[config.mk]
export PLATFORM = sky130hd
export DESIGN_NAME = ret_addr_predictor
export DESIGN_NICKNAME = d
export VERILOG_FILES = /design/src/rtl/rap_pkg.sv /design/src/rtl/rap_ptr_ctl.sv /design/src/rtl/rap_entry_store.sv /design/src/rtl/ret_addr_predictor.sv
export SDC_FILE = /design/constraint.sdc
export NUM_CORES = 1
export LEC_CHECK = 0
export ABC_AREA = 1
export BUFFER_PORTS_ARGS = -buffer_cell sky130_fd_sc_hd__buf_4
export CORE_MARGIN = 2
export CORE_UTILIZATION = 45
export DETAILED_ROUTE_END_ITERATION = 10
export GPL_TIMING_DRIVEN = 1
export PLACE_DENSITY = 0.67
export SKIP_LAST_GASP = 1
export SYNTH_ARGS = -nofsm -noshare
export SYNTH_HDL_FRONTEND = slang
export SYNTH_SLANG_ARGS = --single-unit
export TNS_END_PERCENT = 100
[constraint.sdc]
create_clock -name clk -period 7.1 [get_ports clk]
set_input_delay 0 -clock clk [delete_from_list [all_inputs] [get_ports clk]]
set_output_delay 0 -clock clk [all_outputs]
set_load 0.01 [all_outputs]
[src/rtl/rap_pkg.sv]
package rap_pkg;
   typedef enum logic [2:0] {
      RAP_IDLE  = 3'd0,
      RAP_PUSH  = 3'd1,
      RAP_POP   = 3'd2,
      RAP_SWAP  = 3'd3,
      RAP_LOAD  = 3'd4,
      RAP_FLUSH = 3'd5
   } rap_op_e;
endpackage

[src/rtl/rap_ptr_ctl.sv]
module rap_ptr_ctl
   import rap_pkg::*;
#(
   parameter int DEPTH = 16,
   localparam int PW = $clog2(DEPTH),
   localparam int CW = $clog2(DEPTH + 1)
) (
   input  logic          clk,
   input  logic          rst_n,
   input  rap_op_e       op_i,
   input  logic [PW-1:0] ld_top_i,
   input  logic [CW-1:0] ld_cnt_i,
   output logic [PW-1:0] top_o,
   output logic [CW-1:0] cnt_o,
   output logic          wr_en_o,
   output logic [PW-1:0] wr_idx_o,
   output logic [PW-1:0] rd_idx_o
);
   localparam logic [PW-1:0] LAST = PW'(DEPTH - 1);
   localparam logic [CW-1:0] FULL = CW'(DEPTH);

   logic [PW-1:0] top_q, top_d, top_inc, top_dec, ld_top_fix;
   logic [CW-1:0] cnt_q, cnt_d;

   generate
      if ((DEPTH & (DEPTH - 1)) == 0) begin : g_pow2
         assign top_inc    = top_q + 1'b1;
         assign top_dec    = top_q - 1'b1;
         assign ld_top_fix = ld_top_i;
      end else begin : g_mod
         assign top_inc    = (top_q == LAST) ? '0 : top_q + 1'b1;
         assign top_dec    = (top_q == '0) ? LAST : top_q - 1'b1;
         assign ld_top_fix = (ld_top_i > LAST) ? LAST : ld_top_i;
      end
   endgenerate

   always_comb begin
      top_d    = top_q;
      cnt_d    = cnt_q;
      wr_en_o  = 1'b0;
      wr_idx_o = top_q;
      unique case (op_i)
         RAP_PUSH: begin
            wr_en_o = 1'b1;
            top_d   = top_inc;
            if (cnt_q != FULL) cnt_d = cnt_q + 1'b1;
         end
         RAP_POP: begin
            top_d = top_dec;
            cnt_d = cnt_q - 1'b1;
         end
         RAP_SWAP: begin
            wr_en_o  = 1'b1;
            wr_idx_o = top_dec;
         end
         RAP_LOAD: begin
            top_d = ld_top_fix;
            cnt_d = (ld_cnt_i > FULL) ? FULL : ld_cnt_i;
         end
         RAP_FLUSH: begin
            top_d = '0;
            cnt_d = '0;
         end
         default: ;
      endcase
   end

   always_ff @(posedge clk or negedge rst_n) begin
      if (!rst_n) begin
         top_q <= '0;
         cnt_q <= '0;
      end else begin
         top_q <= top_d;
         cnt_q <= cnt_d;
      end
   end

   assign top_o    = top_q;
   assign cnt_o    = cnt_q;
   assign rd_idx_o = top_dec;

   // occupancy never passes the depth
   a_r3_count_bound: assert property (@(posedge clk) disable iff (!rst_n)
      cnt_q <= FULL);
   // a push on a full ring keeps it full
   a_r3_full_stays: assert property (@(posedge clk) disable iff (!rst_n)
      (op_i == RAP_PUSH && cnt_q == FULL) |=> cnt_q == FULL);
   // a push below full adds one entry
   a_r2_push_grows: assert property (@(posedge clk) disable iff (!rst_n)
      (op_i == RAP_PUSH && cnt_q != FULL) |=> cnt_q == $past(cnt_q) + 1'b1);
   // the decoder never hands an empty ring a pop
   a_r4_no_empty_pop: assert property (@(posedge clk) disable iff (!rst_n)
      op_i == RAP_POP |-> cnt_q != '0);
   // flush leaves the ring empty
   a_r6_flush_empties: assert property (@(posedge clk) disable iff (!rst_n)
      op_i == RAP_FLUSH |=> (cnt_q == '0 && top_q == '0));
   // the pointer always names a real slot
   a_r10_top_in_range: assert property (@(posedge clk) disable iff (!rst_n)
      top_q <= LAST);
endmodule

[src/rtl/rap_entry_store.sv]
module rap_entry_store #(
   parameter int DEPTH  = 16,
   parameter int ADDR_W = 32,
   localparam int PW = $clog2(DEPTH)
) (
   input  logic                    clk,
   input  logic                    rst_n,
   input  logic                    ld_i,
   input  logic [DEPTH*ADDR_W-1:0] ld_image_i,
   input  logic                    wr_en_i,
   input  logic [PW-1:0]           wr_idx_i,
   input  logic [ADDR_W-1:0]       wr_data_i,
   input  logic [PW-1:0]           rd_idx_i,
   output logic [ADDR_W-1:0]       rd_data_o
);
   logic [ADDR_W-1:0] ent_w [DEPTH];

   generate
      for (genvar i = 0; i < DEPTH; i++) begin : g_ent
         logic [ADDR_W-1:0] q;
         always_ff @(posedge clk or negedge rst_n) begin
            if (!rst_n)
               q <= '0;
            else if (ld_i)
               q <= ld_image_i[i*ADDR_W +: ADDR_W];
            else if (wr_en_i && wr_idx_i == PW'(i))
               q <= wr_data_i;
         end
         assign ent_w[i] = q;
      end
   endgenerate

   assign rd_data_o = ent_w[rd_idx_i];

   // entry 0 holds the lowest slice of the image after a load
   a_r5_image_lands: assert property (@(posedge clk) disable iff (!rst_n)
      ld_i |=> ent_w[0] == $past(ld_image_i[ADDR_W-1:0]));
   // a write reaches the slot it names
   a_r2_write_lands: assert property (@(posedge clk) disable iff (!rst_n)
      (wr_en_i && !ld_i) |=> ent_w[$past(wr_idx_i)] == $past(wr_data_i));
endmodule

[src/rtl/ret_addr_predictor.sv]
module ret_addr_predictor
   import rap_pkg::*;
#(
   parameter int DEPTH  = 16,
   parameter int ADDR_W = 32,
   localparam int PW = $clog2(DEPTH),
   localparam int CW = $clog2(DEPTH + 1)
) (
   input  logic                    clk,
   input  logic                    rst_n,
   input  logic                    flush_i,
   input  logic                    call_i,
   input  logic [ADDR_W-1:0]       call_next_pc_i,
   input  logic                    ret_i,
   input  logic                    load_i,
   input  logic [DEPTH*ADDR_W-1:0] load_image_i,
   input  logic [PW-1:0]           load_top_i,
   input  logic [CW-1:0]           load_count_i,
   output logic                    pred_valid_o,
   output logic [ADDR_W-1:0]       pred_target_o,
   output logic [PW-1:0]           top_o,
   output logic [CW-1:0]           count_o
);
   generate
      if (DEPTH < 2) begin : g_bad_depth
         $error("ret_addr_predictor: DEPTH must be at least 2");
      end
      if (ADDR_W < 1) begin : g_bad_width
         $error("ret_addr_predictor: ADDR_W must be positive");
      end
   endgenerate

   rap_op_e       op;
   logic          nonempty;
   logic          wr_en;
   logic [PW-1:0] wr_idx, rd_idx;

   assign nonempty = (count_o != '0);

   always_comb begin
      if (flush_i)                op = RAP_FLUSH;
      else if (load_i)            op = RAP_LOAD;
      else if (call_i && ret_i)   op = nonempty ? RAP_SWAP : RAP_PUSH;
      else if (call_i)            op = RAP_PUSH;
      else if (ret_i && nonempty) op = RAP_POP;
      else                        op = RAP_IDLE;
   end

   rap_ptr_ctl #(.DEPTH(DEPTH)) u_ptr (
      .clk      (clk),
      .rst_n    (rst_n),
      .op_i     (op),
      .ld_top_i (load_top_i),
      .ld_cnt_i (load_count_i),
      .top_o    (top_o),
      .cnt_o    (count_o),
      .wr_en_o  (wr_en),
      .wr_idx_o (wr_idx),
      .rd_idx_o (rd_idx)
   );

   rap_entry_store #(.DEPTH(DEPTH), .ADDR_W(ADDR_W)) u_store (
      .clk        (clk),
      .rst_n      (rst_n),
      .ld_i       (load_i && !flush_i),
      .ld_image_i (load_image_i),
      .wr_en_i    (wr_en),
      .wr_idx_i   (wr_idx),
      .wr_data_i  (call_next_pc_i),
      .rd_idx_i   (rd_idx),
      .rd_data_o  (pred_target_o)
   );

   assign pred_valid_o = ret_i && nonempty;

   // underflow leaves pointer and count alone
   a_r4_underflow_holds: assert property (@(posedge clk) disable iff (!rst_n)
      (ret_i && !call_i && !load_i && !flush_i && count_o == '0)
      |=> (count_o == '0 && $stable(top_o)));
   // call plus return on a nonempty ring keeps the occupancy
   a_r7_swap_keeps_count: assert property (@(posedge clk) disable iff (!rst_n)
      (call_i && ret_i && !load_i && !flush_i && count_o != '0)
      |=> ($stable(count_o) && $stable(top_o)));
   // a load decides the pointer even with a push or pop pending
   a_r8_load_wins: assert property (@(posedge clk) disable iff (!rst_n)
      (load_i && !flush_i && (call_i || ret_i) && ((DEPTH & (DEPTH - 1)) == 0))
      |=> top_o == $past(load_top_i));
   // a pop lowers the count by one
   a_r1_pop_shrinks: assert property (@(posedge clk) disable iff (!rst_n)
      (pred_valid_o && !call_i && !load_i && !flush_i)
      |=> count_o == $past(count_o) - 1'b1);
endmodule

=== After elaboration in Yosys (flattened, before gate mapping) ===
Cells that the tools add are included.

* Mux-type cells: 47
* Equality and inequality tests: 22
* Magnitude comparators: 2
* Reduce and logical (&&, ||, !) cells: 41
* Bitwise gates (word level): 1
* Add/subtract/negate cells: 4

{| class="wikitable"
|+ Operators with widths
! cell !! number
|-
| 32-bit two-way mux || 34
|-
| 32-bit binary-select mux with 4-bit select || 1
|-
| 4-bit == test, second input constant || 8
|-
| 2-bit nonzero test || 16
|-
| 5-bit case mux with 4 select lines || 1
|-
| 1-bit logical AND || 19
|-
| 4-bit by 3-bit == test with 1-bit output, second input constant || 4
|-
| 4-bit case mux with 4 select lines || 1
|-
| 5-bit two-way mux || 2
|-
| 4-bit by 2-bit == test with 1-bit output, second input constant || 2
|-
| 2-bit two-way mux || 4
|-
| 3-bit by 2-bit == test with 1-bit output, second input constant || 2
|-
| 3-bit == test, second input constant || 2
|-
| 3-bit two-way mux || 2
|-
| 5-bit by 1-bit adder with 5-bit output, second input constant || 1
|-
| 5-bit greater-or-equal comparator, second input constant || 1
|-
| 5-bit > comparator, second input constant || 1
|-
| 5-bit != test, second input constant || 1
|-
| 4-bit NOT with 5-bit output || 1
|-
| 5-bit nonzero test || 1
|-
| 5-bit by 1-bit subtractor with 5-bit output, second input constant || 1
|-
| 4-bit by 1-bit adder with 4-bit output, second input constant || 1
|-
| 4-bit by 1-bit == test with 1-bit output, second input constant || 1
|-
| 4-bit zero test || 1
|-
| 9 further kinds || 9
|}

* Bits in registers: 521
* Output and inout port bits: 42

=== Depth between registers and ports, before layout ===
* Word-level depth: 13
* Mapped depth: 17
* Depth with buffers taken out: 17

=== Modules after synthesis ===
A second synthesis with hierarchy kept.

* Cell total of the unflattened synthesis: 4038
* Area total of the unflattened synthesis: 29014.1 um^2

{| class="wikitable"
|+ Modules (own cells, without submodules)
! module !! area each (um^2) !! cells an instance !! times used
|-
| rap_entry_store || 28117.0 || 3899 || 1
|-
| rap_ptr_ctl || 847.1 || 126 || 1
|-
| ret_addr_predictor || 50.0 || 13 || 1
|}

=== Worst setup path after synthesis ===
OpenSTA, ideal clock, no wires.

* Path type: reg-to-reg
* From: reg u_ptr.top_q[0], in the netlist u_ptr.top_o[0]
* To: reg u_store.g_ent[12].q[10]
* Period minus slack after synthesis: 2.797 ns
* Stages on the path, launching flop included: 17
* Required time: 6.983 ns
* Library setup time: 0.117 ns
* Arrival time: 2.680 ns
* Setup slack: 4.303 ns
* Cells stage by stage: dfrtp_1 buf_2 inv_2 buf_4 clkbuf_1 clkbuf_1 ha_1 inv_1 nand2_1 nand2_1 nand4_1 nand2_1 nor2_4 nand3_2 clkbuf_1 nand3_1 nand2_1

* Cells in the longest elaborated chain, start to end: 5

{| class="wikitable"
|+ Ends and longest elaborated chain
! element !! line !! RTL
|-
| start, declared || rap_ptr_ctl.sv:22 || <nowiki>logic [PW-1:0] top_q, top_d, top_inc, top_dec, ld_top_fix;</nowiki>
|-
| start signal, assigned || rap_ptr_ctl.sv:73 || <nowiki>top_q <= top_d;</nowiki>
|-
| 4-bit by 1-bit subtractor with 4-bit output || rap_ptr_ctl.sv:28 || <nowiki>assign top_dec = top_q - 1'b1;</nowiki>
|-
| 4-bit two-way mux * || rap_ptr_ctl.sv:42 || <nowiki>unique case (op_i)</nowiki>
|-
| 4-bit == test * || rap_entry_store.sv:26 || <nowiki>else if (wr_en_i && wr_idx_i == PW'(i))</nowiki>
|-
| 1-bit logical AND * || rap_entry_store.sv:26 ||
|-
| 2-bit nonzero test (no source line) * || -- ||
|-
| end signal, assigned || rap_entry_store.sv:25 || <nowiki>q <= ld_image_i[i*ADDR_W +: ADDR_W];</nowiki>
|-
| end signal, assigned || rap_entry_store.sv:27 || <nowiki>q <= wr_data_i;</nowiki>
|-
| end, declared || rap_entry_store.sv:20 || <nowiki>logic [ADDR_W-1:0] q;</nowiki>
|}

Every way passes the cells marked *; elsewhere a longest branch is shown, timed or not.
A chain may end at the register's enable or synchronous reset.

=== Worst setup path in the final report ===
* From: reg u_ptr.top_q[0], in the netlist u_ptr.top_o[0]
* To: reg u_store.g_ent[14].q[2]

* Cells in the longest elaborated chain, start to end: 5

{| class="wikitable"
|+ Ends and longest elaborated chain
! element !! line
|-
| 4-bit by 1-bit subtractor with 4-bit output || rap_ptr_ctl.sv:28
|-
| 4-bit two-way mux * || rap_ptr_ctl.sv:42
|-
| 4-bit == test * || rap_entry_store.sv:26
|-
| 1-bit logical AND * || rap_entry_store.sv:26
|-
| 2-bit nonzero test (no source line) * || --
|-
| end signal, assigned || rap_entry_store.sv:25
|-
| end signal, assigned || rap_entry_store.sv:27
|-
| end, declared || rap_entry_store.sv:20
|}

Marks and branches as above.

==> results.toml <==
[synth]
synthCells = 4390
ys_ff_latch = 521
yosys_warnings = 0
ys_types = 27
avgSynthCellArea_um2 = 6.76
synth_seq_area_share_pct = 43.9
syn_nets = 4955
synth-edff-count = 0
synth_async_sr_flop_share_pct = 100
syn_area_um2 = 29700
synth_top_flop_cell = "dfrtp_1"

[clock_network]
insertion_delay_ps = 640
cts_tree = "yes"
ctsResizeCount = 0
cts_htree_levels = 2
cts.sinks = 521
cts_made_buffers = 58
cts.reportedPaths.clkPinSlew_ps = 60
cts_buffer_depth = 3
cts-root-buf = "clkbuf_16"

[finish]
ff_latch_area_um2 = 13000
fillers = 5762
areaGrowthSynthToFinish_pct = 40.4
layout_commonest_cell = "nand2_1"
utilization_pct = 63.6
final_area_um2 = 41700
drive_above_1_share_pct = 14.8
finalNetCount = 5836
layout_common_cells = "nand2_1, buf_4, nand3_1"
multi_input_area_um2 = 15100

[sta]
setup_viol = 0
skew_ps = 19.5
finalCritPeriodShare_pct = 76.4
layout_min_cycle_time_ps = 5430
setup_tns_ps = 0
rsz0062_at_grt = "false"
relSlewSlack_pct = 7.65
max_freq_mhz = 184
finalHoldViolations = 0
worst_pin_slew_ps = 1380
fin_ws_ps = 1670
drv_slew = 0
holdWs_ps = 61.5

[route]
drtIter0Drc = 4252
drcViolationCount = 0
wl_per_cell_um = 21.7
antenna_left = 0
via_per_inst = 5.70
drt_wl_total_um = 135000
first_pass_iters = 8
vias = 35300

[placed_design]
port_buffers = 600
post-place-ws_ps = 1750
place_area_um2 = 34200
dp_hpwl_um = 84800
place.gp.congestion = 0.961

[floorplan]
initial_core_util_pct = 45.3
fp.dieH_um = 261
ioPinCount = 601
die_area_um2 = 68000
die_x_um = 261
core-area_um2 = 65500
row_count = 94

[grt]
grt_pass1_wl_um = 199000
grt-ovfl-total = 0
grt_pass1_vias = 33700
grt_max_degree = 185
grt_usage_pct = 38.1
antenna_found_initial = 4

[run_status]
status = "finished, final reports clean"

[critical_path]
required_ps = 7660
critical_path.startpoint_type = "flip-flop"
crit_arrival_ps = 5990
cp-end-kind = "flip-flop"
crit_fanout = 177
worstSetupPathType = "reg -> reg"

[hold_path]
min_path_type = "in -> reg"

[power_and_ir_drop]
vdd_drop_max_v = 0.000193
powerDensity_nw_per_um2 = 239
p_leak_uw = 0.0219

[run]
drv_cap = 0
per-layer routing:
metal | global-route usage, % | vias to the layer above | wire (µm) | share of wire (%)
met1 | 52.9 | 16800 | 54900 | 41
met5 | 0 | - | 0 | 0
li1 | - | 15900 | - | -
met3 | 8.61 | 415 | 14300 | 11
met2 | 56.7 | 2161 | 58800 | 44
met4 | 17.3 | 0 | 6580 | 4.9
cells in the mapped netlist, types with 9 or more instances:
master | instances | area, µm²
buf_4 | 18 | 135
dfrtp_1 | 521 | 13000
o221ai_1 | 90 | 788
nand4_1 | 9 | 56.3
o21ai_0 | 265 | 1330
nand2_2 | 20 | 125
nand2_1 | 2184 | 8200
buf_2 | 64 | 320
o22ai_1 | 41 | 257
nand3_1 | 547 | 2740
buf_1 | 24 | 90.1
o211ai_1 | 39 | 293
inv_1 | 18 | 67.6
clkbuf_1 | 249 | 935
nor2_1 | 267 | 1000
sequential cells by signal, indices dropped and copies added, names as in the netlist:
register	flops
u_store.g_ent.q	512
u_ptr.cnt_o	5
u_ptr.top_o	4
worst max-delay path, cell delays in order (launching register included):
cell     delay [ps]
dfrtp_4         720
inv_8           790
nand4_1         210
nand2_2         740
o21ai_2         200
nor2_4          190
nand3_2         790
nand2_1        1420
nand2_1         130
nand2_1         120
final cells by class:
cell class                      count  share of cell area, %
Antenna cell                        6                 0.0360
Clock buffer                       83                   4.19
Clock inverter                     25                  0.799
Inverter                           23                  0.249
Multi-Input combinational cell   3491                   36.2
Sequential cell                   521                   31.3
Tap cell                          864                   2.59
Timing Repair Buffer             1176                   24.6
where the power goes:
part,internal (µW),switching [µW],total (µW)
sequential,3410,275,3690
clock,1960,1340,3310
combinational,1140,1840,2990
worst paths after layout:
path	from	end	slack (ps)	depth (start not counted)
setup / recovery	u_ptr.top_o[0]	u_store.g_ent[14].q[2]	1670	9
hold / removal	ret_i	u_ptr.cnt_o[3]	60	6
setup reg to reg	u_ptr.top_o[0]	u_store.g_ent[14].q[2]	1670	9
hold reg to reg	u_store.g_ent[2].q[3]	u_store.g_ent[2].q[3]	500	2
max in group asynchronous	rst_n	u_store.g_ent[15].q[12]	5220	4
min in group asynchronous	rst_n	u_store.g_ent[6].q[1]	460	3
stage by stage:
stage                     instances  power [µW]
after CTS                      6183        9890
after global placement         5534        6340
after floorplan                4390        5150
after global routing           6187       10400
after detailed placement       5534        6370
final                          6189        9980
cells by family after synthesis:
group / after synthesis / share of synthesized area (%)
XOR/XNOR: 2 / 0.0590
buffers and inverters: 378 / 5.28
AND/OR/NAND/NOR: 3044 / 41.4
AO/OA/AOI/OAI: 439 / 9.08
flip-flops: 521 / 43.9
adder cells (fa/ha/maj): 6 / 0.278
repair_timing:
item                      in CTS  in global routing
hold endpoints to repair     599                  0
buffers inserted               0                  0
hold buffers                 541                  0
No activity file was read; power rests on OpenSTA's default activity.
